==> src/rtl/usb_port_owner_router.sv <==
`timescale 1ns/1ps
module usb_port_owner_router #(
  parameter int PORTS    = 4,
  parameter int SETTLE_W = 8
) (
  input  logic                clk,
  input  logic                rst_n,
  input  logic                hs_configured,
  input  logic [SETTLE_W-1:0] settle_cycles,
  input  logic [PORTS-1:0]    dev_attach,
  input  logic [PORTS-1:0]    dev_detach,
  input  logic [PORTS-1:0]    dev_is_hs,
  input  logic [PORTS-1:0]    release_req,
  input  logic [PORTS-1:0]    hs_chg_clr,
  input  logic [PORTS-1:0]    cc_chg_clr,
  output logic [PORTS-1:0]    owner_cc,
  output logic [PORTS-1:0]    handoff_busy,
  output logic [PORTS-1:0]    hs_conn_pulse,
  output logic [PORTS-1:0]    hs_disc_pulse,
  output logic [PORTS-1:0]    cc_conn_pulse,
  output logic [PORTS-1:0]    cc_disc_pulse,
  output logic [PORTS-1:0]    hs_change,
  output logic [PORTS-1:0]    cc_change
);

  logic cfg_q;
  wire  cfg_rise = hs_configured & ~cfg_q;
  wire  cfg_fall = ~hs_configured & cfg_q;

  always_ff @(posedge clk) begin
    if (!rst_n) cfg_q <= 1'b0;
    else        cfg_q <= hs_configured;
  end

  for (genvar p = 0; p < PORTS; p++) begin : g_port
    logic                own_q, own_d;
    logic                pres_q, pres_d;
    logic                pend_q, pend_d;
    logic                tgt_q, tgt_d;
    logic [SETTLE_W-1:0] cnt_q, cnt_d;
    logic                hc_q, hd_q, cc_q, cd_q;
    logic                hc_d, hd_d, cc_d, cd_d;
    logic                hchg_q, cchg_q;

    wire attach_new  = dev_attach[p] & ~dev_detach[p] & ~pres_q;
    wire detach_real = dev_detach[p] & pres_q;

    always_comb begin
      own_d  = own_q;
      pend_d = pend_q;
      tgt_d  = tgt_q;
      cnt_d  = cnt_q;
      hc_d   = 1'b0;
      hd_d   = 1'b0;
      cc_d   = 1'b0;
      cd_d   = 1'b0;
      pres_d = dev_detach[p] ? 1'b0 : (dev_attach[p] ? 1'b1 : pres_q);

      if (cfg_fall) begin
        own_d  = 1'b1;
        pend_d = 1'b0;
        cnt_d  = '0;
        if (!own_q) begin
          hd_d = pres_q;
          cc_d = pres_d;
        end
      end else if (cfg_rise) begin
        own_d  = 1'b0;
        pend_d = 1'b0;
        cnt_d  = '0;
        if (own_q) begin
          cd_d = pres_q;
          hc_d = pres_d;
        end
      end else if (pend_q) begin
        if (tgt_q && dev_detach[p]) begin
          pend_d = 1'b0;
          cnt_d  = '0;
        end else if (cnt_q == '0) begin
          own_d  = tgt_q;
          pend_d = 1'b0;
          hc_d   = ~tgt_q & pres_d;
          cc_d   = tgt_q & pres_d;
        end else begin
          cnt_d = cnt_q - 1'b1;
        end
      end else if (own_q) begin
        if (hs_configured && detach_real) begin
          pend_d = 1'b1;
          tgt_d  = 1'b0;
          cnt_d  = settle_cycles;
          cd_d   = 1'b1;
        end else begin
          cc_d = attach_new;
          cd_d = detach_real;
        end
      end else begin
        if (detach_real) begin
          hd_d = 1'b1;
        end else if (attach_new) begin
          hc_d = 1'b1;
        end else if (release_req[p] && pres_q && !dev_is_hs[p]) begin
          pend_d = 1'b1;
          tgt_d  = 1'b1;
          cnt_d  = settle_cycles;
          hd_d   = 1'b1;
        end
      end
    end

    always_ff @(posedge clk) begin
      if (!rst_n) begin
        own_q  <= 1'b1;
        pres_q <= 1'b0;
        pend_q <= 1'b0;
        tgt_q  <= 1'b1;
        cnt_q  <= '0;
        hc_q   <= 1'b0;
        hd_q   <= 1'b0;
        cc_q   <= 1'b0;
        cd_q   <= 1'b0;
        hchg_q <= 1'b0;
        cchg_q <= 1'b0;
      end else begin
        own_q  <= own_d;
        pres_q <= pres_d;
        pend_q <= pend_d;
        tgt_q  <= tgt_d;
        cnt_q  <= cnt_d;
        hc_q   <= hc_d;
        hd_q   <= hd_d;
        cc_q   <= cc_d;
        cd_q   <= cd_d;
        hchg_q <= hc_d | hd_d | (hchg_q & ~hs_chg_clr[p]);
        cchg_q <= cc_d | cd_d | (cchg_q & ~cc_chg_clr[p]);
      end
    end

    assign owner_cc[p]      = own_q;
    assign handoff_busy[p]  = pend_q;
    assign hs_conn_pulse[p] = hc_q;
    assign hs_disc_pulse[p] = hd_q;
    assign cc_conn_pulse[p] = cc_q;
    assign cc_disc_pulse[p] = cd_q;
    assign hs_change[p]     = hchg_q;
    assign cc_change[p]     = cchg_q;
  end

endmodule

==> config.mk <==
export PLATFORM = sky130hd
export DESIGN_NAME = usb_port_owner_router
export DESIGN_NICKNAME = d
export VERILOG_FILES = /design/src/rtl/usb_port_owner_router.sv
export SDC_FILE = /design/constraint.sdc
export NUM_CORES = 1
export LEC_CHECK = 0
export ABC_CLOCK_PERIOD_IN_PS = 5570
export CORE_MARGIN = 2
export CORE_UTILIZATION = 35
export DETAILED_ROUTE_END_ITERATION = 10
export DONT_BUFFER_PORTS = 1
export PLACE_DENSITY = 0.45
export SLEW_MARGIN = 5
export SYNTH_ARGS = -nofsm -noshare
export SYNTH_HDL_FRONTEND = slang
export SYNTH_SLANG_ARGS = --single-unit
==> constraint.sdc <==
create_clock -name clk -period 5.57 [get_ports clk]
set_input_delay 0.557 -clock clk [delete_from_list [all_inputs] [get_ports clk]]
set_output_delay 0.557 -clock clk [all_outputs]
set_load 0.05 [all_outputs]
==> impl_metrics.py <==
metrics = {
    "worst_setup_path": {
        "arrival_ps": 3060,
        "critPathMaxStageDelay_ps": 930,
        "path_class": "reg -> reg",
        "cp_num_buf_inv": 1,
        "required_ps": 5860,
        "cpLargestDelayFamily": "compound AO/OA/AOI/OAI gates",
        "crit_chain": "clkinv_1 > a21oi_1 > a31oi_1 > a311o_1 > nand2_1",
        "setup.worst_path.end_class": "register",
        "cp_max_fo": 11,
        "cp_slowest_cell": "dfxtp_1",
        "worstSetupStartpointType": "register",
    },
    "clock_network": {
        "postCtsResizedCells": 0,
        "cts_tree": "yes",
        "clock_path_buffers": 2,
        "cts.hold.buffers_added": 0,
        "htree_levels": 3,
        "cts.sinks": 73,
        "cts_setup_buffers": 0,
        "clock_latency_ps": 340,
        "cts_buffers": 9,
        "cts.clk_slew.worst_paths_ps": 60,
        "cts-root-buf": "clkbuf_16",
    },
    "finish": {
        "largest_register_ffs": 32,
        "drive_gt1_frac": 0.0585,
        "max_flop_register": "g_port.cnt_q",
        "stdcell_count": 681,
        "final_net_count": 551,
        "antenna_cells": 0,
        "syn_to_final_growth_pct": 4.90,
        "fillers": 1272,
    },
    "global_routing": {
        "grt_pass1_vias": 3554,
        "grt_util_met3": 0.0607,
        "met2_usage": 0.295,
        "grt_max_degree": 30,
        "grt_busiest_layer": "met2",
        "use_met1": 0.263,
        "track_usage": 0.193,
        "antenna_found_initial": 0,
        "grt_overflow": 0,
        "grt_pass1_wl_um": 20000,
    },
    "run": {
        "drv_cap": 0,
    },
    "sta": {
        "post-route-min-period_ps": 2770,
        "rsz0062_at_grt": "no",
        "worst_pin_slew_ps": 1080,
        "fin_crit_sh": 0.497,
        "finalHoldViolCount": 0,
        "slew_headroom": 0.281,
        "fmax_ghz": 0.362,
        "fin_skew_ps": 7.48,
        "finalSetupTns_ps": 0,
        "setup_violations": 0,
        "hold_slack_ps": 278,
        "timing.final.max_slew_violations": 0,
    },
    "power": {
        "switching_share": 0.261,
        "p_leak_nw": 1.76,
        "p_switching_w": 0.000361,
        "p_per_area_nw_per_um2": 300,
        "p_comb_frac": 0.083,
        "peakVddDrop_v": 0.000121,
        "seqPwrFrac": 0.428,
        "clockPowerShare": 0.489,
        "p_int_w": 0.00102,
    },
    "placement": {
        "hpwl_um": 9180,
        "routabilityCongestion": 0.853,
        "dp_cells": 665,
        "portBuffers": 0,
    },
    "die": {
        "fp.coreArea_um2": 12100,
        "std_cell_rows": 40,
        "die_h_um": 116,
        "die_width_um": 116,
        "dieArea_um2": 13500,
        "ios": 67,
        "initial_core_util": 0.363,
    },
    "route": {
        "drc": 0,
        "ant_nets": 0,
        "wl_um": 12800,
        "dr.first_iter.drc_count": 443,
        "vias": 3879,
        "drtPass1Iterations": 5,
        "viasPerCell": 5.70,
        "wire_per_inst_um": 18.7,
    },
    "synth": {
        "avgSynthCellArea_um2": 7.90,
        "ys_seq_elements": 73,
        "yosysTopAreaCellShare": 0.333,
        "syn-num-nets": 599,
        "syn_inst": 556,
        "ys.flop_type": "dfxtp_1",
        "async_reset_ff_frac": 0,
        "yosys_warnings": 0,
        "ys_types": 65,
        "synth_common_cells": "dfxtp_1, nand2_1, o21ai_0",
        "synth_edf_count": 0,
        "yosysTopAreaCell": "dfxtp_1",
        "yosys.cell_count.top_type": "dfxtp_1",
        "yosys-top-cells-area": "dfxtp_1, buf_4, o21ai_0, a21oi_1, nand2_1",
        "synth-seq-area-share": 0.333,
        "netlist_area_um2": 4390,
    },
    "status": {
        "status": "completed",
    },
    "hold_path": {
        "hold_class": "in -> reg",
    },
}
-- through the flow --
stage / util / power, W / setup WS [ps] / cell area (um^2)
after floorplan: - / 0.000707 / 3670 / 4390
after global placement: 0.352 / 0.000718 / 2840 / 4260
after detailed placement: 0.352 / 0.000716 / 2860 / 4260
after CTS: 0.380 / 0.00140 / 2850 / 4610
after global routing: 0.380 / 0.00144 / 2630 / 4610
final: 0.380 / 0.00138 / 2800 / 4610
-- cell type report --
cell class	instances	area, um^2	share of cell area
multi-input combinational	388	2450	0.531
sequential	73	1460	0.317
clock buffer	10	229	0.0497
tap	168	210	0.0456
inverter	34	128	0.0277
clock inverter	6	116	0.0253
timing repair buffer	2	15.0	0.00326
-- path summary, 6_finish.rpt --
path	slack, ps	cells after the start	end	start
worst min register to register	490	2	g_port[3].cnt_q[6]	g_port[3].cnt_q[6]
worst min-delay path	280	1	g_port[0].tgt_q	rst_n
worst max-delay path	2800	5	g_port[0].own_q	g_port[0].pend_q
worst max register to register	2800	5	g_port[0].own_q	g_port[0].pend_q
-- worst reg2reg max path, delay by kind of cell (launching register included) --
kind / cells / cell delay, ps
flip-flops: 1 / 930
buffers and inverters: 1 / 540
AND/OR/NAND/NOR: 1 / 60
AO/OA/AOI/OAI: 3 / 1180
-- layout by cell type, fill, tap and decap left out, types with 8 or more instances in the layout --
| master | synthesis | final |
|---|---|---|
| nand3_1 | 11 | 11 |
| nand2_1 | 43 | 43 |
| a21oi_1 | 41 | 41 |
| nor2b_1 | 15 | 15 |
| a211oi_1 | 10 | 10 |
| o21ai_0 | 42 | 42 |
| nor2_1 | 37 | 37 |
| ha_1 | 8 | 8 |
| and2_1 | 14 | 14 |
| o22ai_1 | 11 | 11 |
| nor3_1 | 13 | 13 |
| dfxtp_1 | 73 | 73 |
| nand2b_1 | 14 | 14 |
| clkbuf_16 | 0 | 9 |
| inv_1 | 33 | 33 |
-- cells by family (layout without fill, tap and decap cells) --
kind of cell,Yosys count,after routing,share of synthesized area
DFF,73,73,0.333
and+or+nand+nor,195,195,0.241
muxes,4,4,0.00912
xor gates and xnor gates,13,13,0.0276
AOI/OAI and AO/OA,164,164,0.248
buffers and inverters,95,52,0.110
adders and majority gates,12,12,0.0319
-- power groups by stage --
| stage | clock network (W) | logic [W] | registers, W |
|---|---|---|---|
| after floorplan | 0 | 0.000151 | 0.000556 |
| after global placement | 0 | 0.000114 | 0.000603 |
| after detailed placement | 0 | 0.000113 | 0.000603 |
| after CTS | 0.000695 | 0.000114 | 0.000592 |
| after global routing | 0.000721 | 0.000127 | 0.000594 |
| final | 0.000676 | 0.000115 | 0.000592 |
-- per-layer routing --
layer,vias up,share of wire
li1,1880,-
met1,1813,0.46
met2,170,0.45
met3,16,0.080
met4,0,0.018
met5,-,0
Note: power is estimated with default switching activity, not from simulation.
